--- src/rtl/carmod_pkg.sv ---
package carmod_pkg;

  localparam int unsigned CW_W      = 8;
  localparam int unsigned SEL_W     = 4;
  localparam int unsigned BIT_DIS   = 7;
  localparam int unsigned BIT_INV   = 6;
  localparam int unsigned BIT_SYNC  = 5;
  localparam int unsigned BIT_GAP   = 4;

  typedef struct packed {
    logic             inv;
    logic             sync;
    logic [SEL_W-1:0] src;
  } car_cfg_t;

  // Pack one carrier configuration into its control-word layout.
  function automatic logic [CW_W-1:0] cfg_to_word(input car_cfg_t c, input logic top_bit);
    logic [CW_W-1:0] w;
    w           = '0;
    w[BIT_DIS]  = top_bit;
    w[BIT_INV]  = c.inv;
    w[BIT_SYNC] = c.sync;
    w[SEL_W-1:0] = c.src;
    return w;
  endfunction

  // Unpack the carrier fields of a control word.
  function automatic car_cfg_t word_to_cfg(input logic [CW_W-1:0] w);
    car_cfg_t c;
    c.inv  = w[BIT_INV];
    c.sync = w[BIT_SYNC];
    c.src  = w[SEL_W-1:0];
    return c;
  endfunction

  // Combine the two carriers under the effective level and the disable.
  function automatic logic carrier_mix(input logic hi, input logic lo,
                                       input logic lvl, input logic dis);
    return ~dis & ((hi & lvl) | (lo & ~lvl));
  endfunction

endpackage

--- src/rtl/carmod_sync.sv ---
module carmod_sync #(
  parameter int unsigned WIDTH  = 8,
  parameter int unsigned STAGES = 2
) (
  input  logic             clk,
  input  logic             rst_n,
  input  logic [WIDTH-1:0] d_async,
  output logic [WIDTH-1:0] q_sync
);

  logic [WIDTH-1:0] chain [STAGES];

  generate
    for (genvar s = 0; s < STAGES; s++) begin : g_stage
      if (s == 0) begin : g_first
        always_ff @(posedge clk or negedge rst_n) begin
          if (!rst_n) chain[s] <= '0;
          else        chain[s] <= d_async;
        end
      end else begin : g_next
        always_ff @(posedge clk or negedge rst_n) begin
          if (!rst_n) chain[s] <= '0;
          else        chain[s] <= chain[s-1];
        end
      end
    end
  endgenerate

  assign q_sync = chain[STAGES-1];

endmodule

--- src/rtl/carmod_src_sel.sv ---
module carmod_src_sel
  import carmod_pkg::*;
#(
  parameter int unsigned NUM_SRC = 7
) (
  input  logic               clk,
  input  logic               rst_n,
  input  car_cfg_t           cfg,
  input  logic [NUM_SRC-1:0] srcs,
  output logic               car
);

  localparam int unsigned NUM_CODES = 1 << SEL_W;

  logic [NUM_CODES-1:0] code_tbl;
  logic                 car_raw;
  logic                 code_reserved;

  // Code 0 is ground, codes 1..NUM_SRC pick an input, the rest are ground.
  generate
    for (genvar i = 0; i < NUM_CODES; i++) begin : g_code
      if (i >= 1 && i <= NUM_SRC) begin : g_live
        assign code_tbl[i] = srcs[i-1];
      end else begin : g_gnd
        assign code_tbl[i] = 1'b0;
      end
    end
  endgenerate

  assign code_reserved = (int'(cfg.src) > NUM_SRC);
  assign car_raw       = code_tbl[cfg.src];
  assign car           = car_raw ^ cfg.inv;


  reserved_gnd_chk: assert property (@(posedge clk) disable iff (!rst_n)
    code_reserved |-> (car == cfg.inv));


  zero_code_gnd_chk: assert property (@(posedge clk) disable iff (!rst_n)
    (cfg.src == '0) |-> (car == cfg.inv));

endmodule

--- src/rtl/carmod_switch.sv ---
module carmod_switch (
  input  logic clk,
  input  logic rst_n,
  input  logic hi_car,
  input  logic lo_car,
  input  logic hi_sync,
  input  logic lo_sync,
  input  logic mod_req,
  output logic eff_lvl,
  output logic hi_fall,
  output logic lo_fall,
  output logic hi_hold,
  output logic lo_hold
);

  logic hi_prev, lo_prev;
  logic eff_q, eff_d;
  logic want_lo, want_hi;

  always_ff @(posedge clk or negedge rst_n) begin
    if (!rst_n) begin
      hi_prev <= 1'b0;
      lo_prev <= 1'b0;
    end else begin
      hi_prev <= hi_car;
      lo_prev <= lo_car;
    end
  end

  assign hi_fall = hi_prev & ~hi_car;
  assign lo_fall = lo_prev & ~lo_car;

  assign want_lo = eff_q & ~mod_req;
  assign want_hi = ~eff_q & mod_req;

  // A pending switch is held while sync is on and no edge has come.
  assign hi_hold = want_lo & hi_sync & ~hi_fall;
  assign lo_hold = want_hi & lo_sync & ~lo_fall;

  always_comb begin
    eff_d = eff_q;
    if (want_lo && !hi_hold) eff_d = 1'b0;
    if (want_hi && !lo_hold) eff_d = 1'b1;
  end

  always_ff @(posedge clk or negedge rst_n) begin
    if (!rst_n) eff_q <= 1'b0;
    else        eff_q <= eff_d;
  end

  assign eff_lvl = eff_q;


  hi_wait_chk: assert property (@(posedge clk) disable iff (!rst_n)
    (eff_q && hi_sync && !hi_fall) |=> eff_q);


  lo_wait_chk: assert property (@(posedge clk) disable iff (!rst_n)
    (!eff_q && lo_sync && !lo_fall) |=> !eff_q);


  free_to_lo_chk: assert property (@(posedge clk) disable iff (!rst_n)
    (eff_q && !hi_sync && !mod_req) |=> !eff_q);


  free_to_hi_chk: assert property (@(posedge clk) disable iff (!rst_n)
    (!eff_q && !lo_sync && mod_req) |=> eff_q);


  rst_level_chk: assert property (@(posedge clk)
    !rst_n |-> !eff_q);

endmodule

--- src/rtl/carmod_regs.sv ---
module carmod_regs
  import carmod_pkg::*;
(
  input  logic            clk,
  input  logic            rst_n,
  input  logic            wr,
  input  logic            addr,
  input  logic [CW_W-1:0] wdata,
  output logic [CW_W-1:0] rdata,
  output car_cfg_t        hi_cfg,
  output car_cfg_t        lo_cfg,
  output logic            out_dis
);

  car_cfg_t hi_q, lo_q;
  logic     dis_q;
  logic     unused_gap;

  assign unused_gap = wdata[BIT_GAP];

  always_ff @(posedge clk or negedge rst_n) begin
    if (!rst_n) begin
      hi_q  <= '0;
      lo_q  <= '0;
      dis_q <= 1'b0;
    end else if (wr) begin
      if (!addr) begin
        hi_q  <= word_to_cfg(wdata);
        dis_q <= wdata[BIT_DIS];
      end else begin
        lo_q  <= word_to_cfg(wdata);
      end
    end
  end

  assign rdata   = addr ? cfg_to_word(lo_q, 1'b0) : cfg_to_word(hi_q, dis_q);
  assign hi_cfg  = hi_q;
  assign lo_cfg  = lo_q;
  assign out_dis = dis_q;


  hi_write_chk: assert property (@(posedge clk) disable iff (!rst_n)
    (wr && !addr) |=> (hi_cfg.src == $past(wdata[SEL_W-1:0])) && (out_dis == $past(wdata[BIT_DIS])));


  lo_write_chk: assert property (@(posedge clk) disable iff (!rst_n)
    (wr && addr) |=> (lo_cfg.src == $past(wdata[SEL_W-1:0])) && (lo_cfg.inv == $past(wdata[BIT_INV])));

endmodule

--- src/rtl/carmod_core.sv ---
module carmod_core
  import carmod_pkg::*;
#(
  parameter int unsigned NUM_SRC     = 7,
  parameter int unsigned SYNC_STAGES = 2
) (
  input  logic               clk,
  input  logic               rst_n,
  input  logic               reg_wr,
  input  logic               reg_addr,
  input  logic [CW_W-1:0]    reg_wdata,
  output logic [CW_W-1:0]    reg_rdata,
  input  logic [NUM_SRC-1:0] car_in,
  input  logic               mod_in,
  output logic               mod_out
);

  localparam int unsigned IN_W = NUM_SRC + 1;

  car_cfg_t           hi_cfg, lo_cfg;
  logic               out_dis;
  logic [IN_W-1:0]    in_sync;
  logic [NUM_SRC-1:0] car_s;
  logic               mod_s;
  logic               hi_car, lo_car;
  logic               eff_lvl;
  logic               hi_fall, lo_fall, hi_hold, lo_hold;

  carmod_regs u_regs (
    .clk     (clk),
    .rst_n   (rst_n),
    .wr      (reg_wr),
    .addr    (reg_addr),
    .wdata   (reg_wdata),
    .rdata   (reg_rdata),
    .hi_cfg  (hi_cfg),
    .lo_cfg  (lo_cfg),
    .out_dis (out_dis)
  );

  carmod_sync #(.WIDTH(IN_W), .STAGES(SYNC_STAGES)) u_sync (
    .clk     (clk),
    .rst_n   (rst_n),
    .d_async ({mod_in, car_in}),
    .q_sync  (in_sync)
  );

  assign car_s = in_sync[NUM_SRC-1:0];
  assign mod_s = in_sync[IN_W-1];

  carmod_src_sel #(.NUM_SRC(NUM_SRC)) u_hi_sel (
    .clk   (clk),
    .rst_n (rst_n),
    .cfg   (hi_cfg),
    .srcs  (car_s),
    .car   (hi_car)
  );

  carmod_src_sel #(.NUM_SRC(NUM_SRC)) u_lo_sel (
    .clk   (clk),
    .rst_n (rst_n),
    .cfg   (lo_cfg),
    .srcs  (car_s),
    .car   (lo_car)
  );

  carmod_switch u_switch (
    .clk     (clk),
    .rst_n   (rst_n),
    .hi_car  (hi_car),
    .lo_car  (lo_car),
    .hi_sync (hi_cfg.sync),
    .lo_sync (lo_cfg.sync),
    .mod_req (mod_s),
    .eff_lvl (eff_lvl),
    .hi_fall (hi_fall),
    .lo_fall (lo_fall),
    .hi_hold (hi_hold),
    .lo_hold (lo_hold)
  );

  assign mod_out = carrier_mix(hi_car, lo_car, eff_lvl, out_dis);


  dis_quiet_chk: assert property (@(posedge clk) disable iff (!rst_n)
    out_dis |-> !mod_out);


  hold_excl_chk: assert property (@(posedge clk) disable iff (!rst_n)
    $onehot0({hi_hold, lo_hold}));


  rst_out_chk: assert property (@(posedge clk)
    !rst_n |-> (!mod_out && reg_rdata == '0));

endmodule

--- config.mk ---
export PLATFORM = sky130hd
export DESIGN_NAME = carmod_core
export DESIGN_NICKNAME = d
export VERILOG_FILES = /design/src/rtl/carmod_pkg.sv /design/src/rtl/carmod_sync.sv /design/src/rtl/carmod_src_sel.sv /design/src/rtl/carmod_switch.sv /design/src/rtl/carmod_regs.sv /design/src/rtl/carmod_core.sv
export SDC_FILE = /design/constraint.sdc
export NUM_CORES = 1
export LEC_CHECK = 0
export CAP_MARGIN = 15
export CORE_UTILIZATION = 50
export DETAILED_ROUTE_END_ITERATION = 8
export HOLD_SLACK_MARGIN = 0.06
export MAX_ROUTING_LAYER = met4
export PLACE_DENSITY_LB_ADDON = 0.08
export SLEW_MARGIN = 20
export SYNTH_ARGS = -nofsm -noshare
export SYNTH_HDL_FRONTEND = slang
export SYNTH_SLANG_ARGS = --single-unit
--- constraint.sdc ---
create_clock -name clk -period 3.25 [get_ports clk]
set_clock_uncertainty 0.15 [all_clocks]
set_input_delay 0.8125 -clock clk [delete_from_list [all_inputs] [get_ports clk]]
set_output_delay 0.8125 -clock clk [all_outputs]
set_load 0.02 [all_outputs]
==> results.sh, run 1 <==
export IMPL_status="completed"
export IMPL_setup_worst_path_start="reg_addr"
export IMPL_clock_sinks=32
export IMPL_rsz0062_at_grt="false"
export IMPL_syn_nets=102
export IMPL_die_w_um=52.1
export IMPL_slew_viol_final=0
export IMPL_min_from="u_sync.chain[15]"
export IMPL_grt_pass1_wl_um=3680
export IMPL_place_congestion=0.780
export IMPL_numPortBuffers=26
export IMPL_vias=797
export IMPL_setup_viol=0
export IMPL_dieHeight_um=52.1
export IMPL_arrival_ns=2.12
export IMPL_fill_cells=158
export IMPL_utilization_pct=72.2
export IMPL_rr_endpoint="u_switch.eff_lvl"
export IMPL_ant_nets=0
export IMPL_diodes=0
export IMPL_power_leakage_nw=0.727
export IMPL_dieArea_mm2=0.00271
export IMPL_multi_input_area_um2=433
export IMPL_fin_crit_sh_pct=94.9
export IMPL_crit_fanout=6
export IMPL_wl_um=2220
export IMPL_cts_tree="yes"
export IMPL_clk_pin_slew_ns=0.09
export IMPL_area_growth_pct=32.2
export IMPL_finalPower_uw=972
export IMPL_drc_errors=0
export IMPL_numCtsBuffers=5
export IMPL_grtUsageTotal_pct=21.2
export IMPL_power_density_mw_per_mm2=586
export IMPL_regToRegSetupSlack_ns=1.41
export IMPL_regArea_um2=802
export IMPL_r2r_start="u_regs.hi_cfg[2]"
export IMPL_syn_area_mm2=0.00125
export IMPL_initial_core_util_pct=54.6
export IMPL_synth_warnings=0
export IMPL_avgRoutedWirePerCell_um=15.1
export IMPL_yosys_cell_types_count=23
export IMPL_min_period_ns=3.08
export IMPL_cts_max_path_buffers=2
export IMPL_design_core_area_mm2=0.00230
export IMPL_io_pins=29
export IMPL_nets=138
export IMPL_synth_cells=82
export IMPL_hpwl_um=1620
export IMPL_worst_r2r_cell_count=5
export IMPL_critPathLaunchType="primary input"
export IMPL_insertion_delay_ns=0.33
export IMPL_endpoint="reg_rdata[7]"
export IMPL_hold_path_class="reg2reg"
export IMPL_fmax_mhz=324
export IMPL_grt_pass1_vias=818
export IMPL_drtIter0Drc=3
export IMPL_overflow=0
export IMPL_grt_max_degree=33
export IMPL_hold_violations=0
export IMPL_via_per_inst=5.42
export IMPL_cts_root_buf="clkbuf_4"
export IMPL_htree_num_levels=2
export IMPL_dr_pass1_iters=4
export IMPL_crit_path_end_kind="output pin"
export IMPL_setup_worst_path_class="in2out"
export IMPL_vdd_drop_max_mv=0.439
export IMPL_final_layout_size_suffix_gt1_share_pct=33.6
export IMPL_antenna_found_initial=0
export IMPL_required_ns=2.29
export IMPL_ys_seq_elements=32
export IMPL_ys_seq_area_share_pct=63.9
export IMPL_maxCapViolCount=0
export IMPL_syn_area_per_cell_um2=15.3
export IMPL_rows=17
## worst min path at each step
stage,to,slack (ns),cells after the start
after floorplan,u_sync.q_sync[0],0.18,0
after global placement,u_sync.q_sync[0],0.18,0
after detailed placement,u_sync.q_sync[7],0.19,0
after CTS,u_sync.q_sync[7],0.21,0
after global routing,u_sync.q_sync[7],0.21,0
final,u_sync.q_sync[7],0.21,0
## where the power goes
part / leakage, nW / internal (mW) / switching [mW]
Clock: 0.0412 / 0.160 / 0.132
Combinational: 0.312 / 0.114 / 0.0884
Sequential: 0.374 / 0.444 / 0.0334
## flip-flops by register name, indices dropped and copies added, names as in the netlist
register and count:
u_switch.lo_prev 1, u_regs.out_dis 1, u_regs.lo_cfg 6, u_switch.hi_prev 1, u_regs.hi_cfg 6, u_switch.eff_lvl 1
u_sync.chain 8, u_sync.q_sync 8
## Yosys cell counts
master / n / area (um^2)
conb_1: 1 / 3.75
nor3_1: 1 / 5.00
buf_4: 1 / 7.51
o31a_1: 1 / 8.76
nor4b_1: 1 / 8.76
nor4_1: 1 / 6.26
a311oi_1: 1 / 8.76
mux2_1: 1 / 11.3
inv_1: 2 / 7.51
a221oi_1: 2 / 17.5
nand2_1: 1 / 3.75
nor2_1: 2 / 7.51
xor2_1: 1 / 8.76
dfrtp_1: 32 / 801
clkbuf_1: 2 / 7.51
mux2_2: 20 / 225
o22ai_1: 1 / 6.26
and2b_4: 1 / 10.0
or2_1: 1 / 6.26
a21boi_0: 1 / 7.51
a22o_1: 1 / 8.76
mux4_2: 2 / 45.0
nor2b_1: 5 / 31.3
## placed cells by master (no fill, tap or decap)
cell type / n
dfrtp_1: 31
mux2_2: 20
clkdlybuf4s50_1: 19
buf_4: 6
clkbuf_4: 5
nor2b_1: 4
dlygate4sd2_1: 4
a221oi_1: 2
mux4_2: 2
nor2_1: 2
inv_1: 2
dlymetal6s2s_1: 2
and2b_4: 1
mux2_1: 1
nor2b_2: 1
o31a_1: 1
nor4_1: 1
or2_1: 1
nor3_1: 1
xor2_1: 1
a22o_1: 1
nand2_1: 1
nor4b_1: 1
a21boi_0: 1
o22ai_1: 1
a311oi_1: 1
conb_1: 1
clkinv_2: 1
bufinv_16: 1
clkinvlp_4: 1
clkbuf_2: 1
dfrtp_2: 1
## kinds of logic after synthesis
logic type	share of synthesized area (%)
flip-flops	63.9
multiplexers	22.5
AND/OR/NAND/NOR	6.29
AO/OA/AOI/OAI	4.59
buffers and inverters	1.80
XOR/XNOR	0.699
other	0.299
## per-layer routing
metal	share of wire, %	global-route usage [%]	routed length, um
met1	43	24.5	956
met2	48	32.5	1070
met3	5.9	6.14	131
met4	2.6	13.5	58
met5	0	-	0
## layout make-up
cell class                      count  area share (%)
Sequential cell                    32            48.4
Multi-Input combinational cell     45            26.1
Timing Repair Buffer               32            18.1
Clock inverter                      3            2.57
Clock buffer                        5            2.26
Tap cell                           28            2.11
Inverter                            2           0.453
## critical path, cell delays in order
cell             delay, ns
clkdlybuf4s50_1       0.42
buf_4                 0.17
nor2b_1               0.11
clkdlybuf4s50_1       0.60
## repair_timing
action	4_1_cts	5_1_grt
hold buffers	0	0
endpoints found under the setup margin	5	3
resized for setup	6	5
pin swaps	0	1
setup buffers	1	0
## per-stage QoR
| step | cells | hold slack, ns | setup slack, ns | setup TNS [ns] | instance area [um^2] |
|---|---|---|---|---|---|
| 6_report | 147 | 0.206 | 0.167 | 0 | 1660 |
| 5_1_grt | 147 | 0.212 | 0.0670 | 0 | 1660 |
| 4_1_cts | 147 | 0.210 | 0.000233 | 0 | 1660 |
| 3_5_place_dp | 138 | 0.186 | -0.0300 | -0.0744 | 1570 |
| 3_3_place_gp | 138 | 0.184 | -0.0218 | -0.0642 | 1570 |
| 2_1_floorplan | 82 | 0.181 | 0.712 | 0 | 1250 |
No activity file was read; power rests on OpenSTA's default activity.
==> run 2, diff against run 1 <==
- CTS_CLUSTER_DIAMETER: unset -> 150
- PLACE_DENSITY: unset -> 0.8
- PLACE_DENSITY_LB_ADDON: 0.08 -> unset
- SKIP_CTS_REPAIR_TIMING: unset -> 1
==> results.sh, run 2 (same netlist as run 1, synthesis figures left out) <==
export IMPL_design_core_area_mm2=0.00230
export IMPL_dp_worst_setup_slack_ns=-0.0383
export IMPL_grt_max_degree=33
export IMPL_grt_pass1_wl_um=3370
export IMPL_setup_slack_ns=0.172
export IMPL_cts_root_buf="clkbuf_4"
export IMPL_drtIter0Drc=8
export IMPL_min_period_ns=3.08
export IMPL_dieArea_mm2=0.00271
export IMPL_htree_num_levels=2
export IMPL_fmax_mhz=325
export IMPL_holdWs_ns=0.202
export IMPL_slew_viol_final=0
export IMPL_drc_errors=0
export IMPL_insertion_delay_ns=0.33
export IMPL_status="completed"
export IMPL_critPathLaunchType="flop"
export IMPL_fin_crit_sh_pct=94.7
export IMPL_setup_viol=0
export IMPL_cts_max_path_buffers=2
export IMPL_numPortBuffers=26
export IMPL_utilization_pct=72.0
export IMPL_regArea_um2=801
export IMPL_clock_sinks=32
export IMPL_antenna_found_initial=0
export IMPL_grtUsageTotal_pct=19.7
export IMPL_crit_path_end_kind="output pin"
export IMPL_io_pins=29
export IMPL_final_layout_size_suffix_gt1_share_pct=32.2
export IMPL_maxCapViolCount=0
export IMPL_grt_pass1_vias=774
export IMPL_cts_tree="yes"
export IMPL_overflow=0
export IMPL_multi_input_area_um2=437
export IMPL_fill_cells=160
export IMPL_hold_path_class="reg2reg"
export IMPL_final_cell_mix="dfrtp_1 (32), mux2_2 (20), clkdlybuf4s50_1 (19), dlymetal6s2s_1 (6)"
export IMPL_vias=772
export IMPL_dieHeight_um=52.1
export IMPL_numCtsBuffers=5
export IMPL_via_per_inst=5.29
export IMPL_nets=137
export IMPL_crit_fanout=5
export IMPL_arrival_ns=2.12
export IMPL_power_density_mw_per_mm2=554
export IMPL_wl_um=2080
export IMPL_clk_pin_slew_ns=0.10
export IMPL_setup_worst_path_class="reg2out"
export IMPL_ant_nets=0
export IMPL_avgRoutedWirePerCell_um=14.2
export IMPL_rsz0062_at_grt="false"
export IMPL_place_congestion=0.814
export IMPL_power_leakage_nw=0.746
export IMPL_rows=17
export IMPL_final_common_cell="dfrtp_1"
export IMPL_hpwl_um=1530
export IMPL_hold_violations=0
export IMPL_die_w_um=52.1
export IMPL_area_growth_pct=31.9
export IMPL_dr_pass1_iters=2
export IMPL_initial_core_util_pct=54.6
export IMPL_diodes=0
export IMPL_finalPower_uw=916
export IMPL_vdd_drop_max_mv=0.421
export IMPL_required_ns=2.29
-- run 2: cell count changes in the layout (fill, tap and decap cells not counted), sizes merged --
| cell | change |
|---|---|
| clkbuf | +1 |
| bufinv | -1 |
| clkinv | -1 |
| buf | -1 |
| clkinvlp | +1 |
| dlygate4sd2 | -4 |
| dlymetal6s2s | +4 |
-- run 2: area by class of cell --
cell class / count / share of cell area (%)
clock buffer: 6 / 3.10
timing repair buffer: 31 / 18.6
tap: 28 / 2.12
sequential: 32 / 48.4
multi-input combinational: 45 / 26.4
inverter: 2 / 0.454
clock inverter: 2 / 0.908
-- run 2: worst max-delay path, stage by stage (launching register included) --
cell,delay (ns)
dfrtp_1,0.44
mux4_2,0.51
nor2b_1,0.16
nor4_1,0.07
or2_1,0.24
a22o_1,0.20
clkbuf_2,0.15
-- run 2: power breakdown --
| group | switching (mW) | total [mW] | leakage (nW) | internal [mW] |
|---|---|---|---|---|
| clock network | 0.131 | 0.235 | 0.0305 | 0.105 |
| registers | 0.0360 | 0.480 | 0.375 | 0.444 |
| logic | 0.0840 | 0.200 | 0.340 | 0.116 |
| total | 0.251 | 0.916 | 0.746 | 0.665 |
-- run 2: final timing paths --
kind,cells after the start,to,slack (ns),startpoint
max,6,mod_out,0.17,u_regs.hi_cfg[0]
min,0,u_sync.q_sync[0],0.20,u_sync.chain[8]
max reg2reg,5,u_switch.eff_lvl,1.38,u_regs.lo_cfg[0]
min reg2reg,0,u_sync.q_sync[0],0.20,u_sync.chain[8]
max in group asynchronous,2,u_regs.lo_cfg[2],1.96,rst_n
min in group asynchronous,2,u_regs.lo_cfg[0],0.71,rst_n
-- run 2: metal layers --
metal	GRT usage [%]	vias up	wire, um
met5	-	-	0
met2	29.1	24	1000
met4	12.2	0	23
met3	7.89	2	126
met1	22.5	380	924
li1	-	366	-
-- run 2: stage by stage --
stage | TNS, ns | cells | area [um^2]
floorplan | 0 | 82 | 1250
global route | 0 | 146 | 1650
detailed placement | -0.172 | 138 | 1570
CTS | -0.421 | 146 | 1640
global placement | -0.0465 | 138 | 1570
finish | 0 | 146 | 1650
==> run 3, diff against run 2 <==
--- a/constraint.sdc
+++ b/constraint.sdc
@@ -4,2 +4,2 @@
 set_output_delay 0.8125 -clock clk [all_outputs]
-set_load 0.02 [all_outputs]
+set_load 0.1 [all_outputs]
==> results.sh, run 3 (same netlist as run 1, synthesis figures left out) <==
export IMPL_status="completed"
export IMPL_io_pins=29
export IMPL_fill_cells=145
export IMPL_hpwl_um=1630
export IMPL_nets=134
export IMPL_required_ns=2.29
export IMPL_htree_num_levels=2
export IMPL_overflow=0
export IMPL_initial_core_util_pct=54.6
export IMPL_cts_tree="yes"
export IMPL_die_w_um=52.1
export IMPL_crit_fanout=5
export IMPL_area_growth_pct=35.2
export IMPL_clock_sinks=32
export IMPL_pwr_share_seq_pct=44.9
export IMPL_p_comb_share_pct=35.3
export IMPL_vdd_drop_max_mv=0.417
export IMPL_internal_power_uw=690
export IMPL_hold_path_class="reg2reg"
export IMPL_design_core_area_mm2=0.00230
export IMPL_place_congestion=0.834
export IMPL_critPathLaunchType="flop"
export IMPL_final_common_cell="dfrtp_1"
export IMPL_setup_viol=0
export IMPL_setup_worst_path_class="reg2out"
export IMPL_grt_pass1_vias=764
export IMPL_dieArea_mm2=0.00271
export IMPL_grt_max_degree=33
export IMPL_min_period_ns=3.14
export IMPL_final_cell_mix="dfrtp_1 (31), mux2_2 (20), clkdlybuf4s50_1 (18), buf_12 (8), clkbuf_4 (5)"
export IMPL_p_switching_uw=388
export IMPL_fmax_mhz=319
export IMPL_vias=768
export IMPL_final_layout_size_suffix_gt1_share_pct=38.3
export IMPL_cts_root_buf="clkbuf_4"
export IMPL_avgRoutedWirePerCell_um=15.5
export IMPL_crit_path_end_kind="output pin"
export IMPL_slew_viol_final=0
export IMPL_drc_errors=0
export IMPL_power_density_mw_per_mm2=636
export IMPL_via_per_inst=5.37
export IMPL_numCtsBuffers=5
export IMPL_dr_pass1_iters=4
export IMPL_numPortBuffers=26
export IMPL_maxCapViolCount=0
export IMPL_hold_violations=0
export IMPL_fin_crit_sh_pct=96.5
export IMPL_stdcell_count=143
export IMPL_fin_tns_setup_ns=0
export IMPL_insertion_delay_ns=0.32
export IMPL_grtUsageTotal_pct=20.2
export IMPL_dieHeight_um=52.1
export IMPL_finalPower_mw=1.08
export IMPL_rows=17
export IMPL_cts_max_path_buffers=2
export IMPL_arrival_ns=2.17
export IMPL_drtIter0Drc=6
export IMPL_diodes=0
export IMPL_pwr_share_clk_pct=19.8
export IMPL_rsz0062_at_grt="false"
export IMPL_power_leakage_nw=0.721
export IMPL_grt_pass1_wl_um=3580
export IMPL_antenna_found_initial=0
export IMPL_ant_nets=0
export IMPL_wl_um=2220
export IMPL_dp_cells=135
export IMPL_p_sw_share_pct=36.0
export IMPL_clk_pin_slew_ns=0.10
## run 3: path summary, 6_finish.rpt
| kind | startpoint | slack [ns] | depth (start not counted) | end |
|---|---|---|---|---|
| max in group asynchronous | rst_n | 1.94 | 2 | u_regs.hi_cfg[0] |
| min reg2reg | u_sync.chain[9] | 0.20 | 0 | u_sync.q_sync[1] |
| min in group asynchronous | rst_n | 0.72 | 2 | u_regs.hi_cfg[4] |
| max | u_regs.lo_cfg[2] | 0.11 | 6 | mod_out |
| min | u_sync.chain[9] | 0.20 | 0 | u_sync.q_sync[1] |
| max reg2reg | u_regs.lo_cfg[2] | 1.35 | 5 | u_switch.eff_lvl |
## run 3: critical path, cell delays in order, from the launching register on
cell and delay [ns]:
dfrtp_1 0.44, mux2_2 0.36, a221oi_1 0.28, nor3_1 0.11
xor2_1 0.24, a22o_1 0.23, buf_12 0.18
## run 3: per-layer routing
layer / global-route usage [%] / vias to the layer above / share of wire [%]
met3: 6.73 / 4 / 6.2
li1: - / 353 / -
met5: - / - / 0
met2: 30.6 / 23 / 52
met1: 24.1 / 388 / 41
met4: 9.91 / 0 / 0.85
## run 3: layout make-up
type | count | area [um^2] | area share, %
Clock buffer | 5 | 37.5 | 2.21
Clock inverter | 3 | 18.8 | 1.11
Inverter | 2 | 7.51 | 0.443
Multi-Input combinational cell | 45 | 439 | 25.9
Sequential cell | 32 | 802 | 47.3
Tap cell | 28 | 35.0 | 2.07
Timing Repair Buffer | 28 | 355 | 21.0
## run 3: power by group through the flow
stage,clock [mW],combinational [mW],sequential [mW]
floorplan,0,0.248,0.477
global placement,0,0.374,0.485
detailed placement,0,0.381,0.490
CTS,0.222,0.381,0.482
global route,0.241,0.397,0.491
finish,0.214,0.380,0.484
## run 3: through the flow
step	cell area [um^2]	setup WS [ns]	hold WS [ns]	util (%)
after floorplan	1260	0.251	0.181	-
after global placement	1630	0.149	0.186	71.0
after detailed placement	1630	0.137	0.185	71.0
after CTS	1690	0.0490	0.208	73.5
after global routing	1700	0.00971	0.219	73.8
final	1700	0.113	0.205	73.8
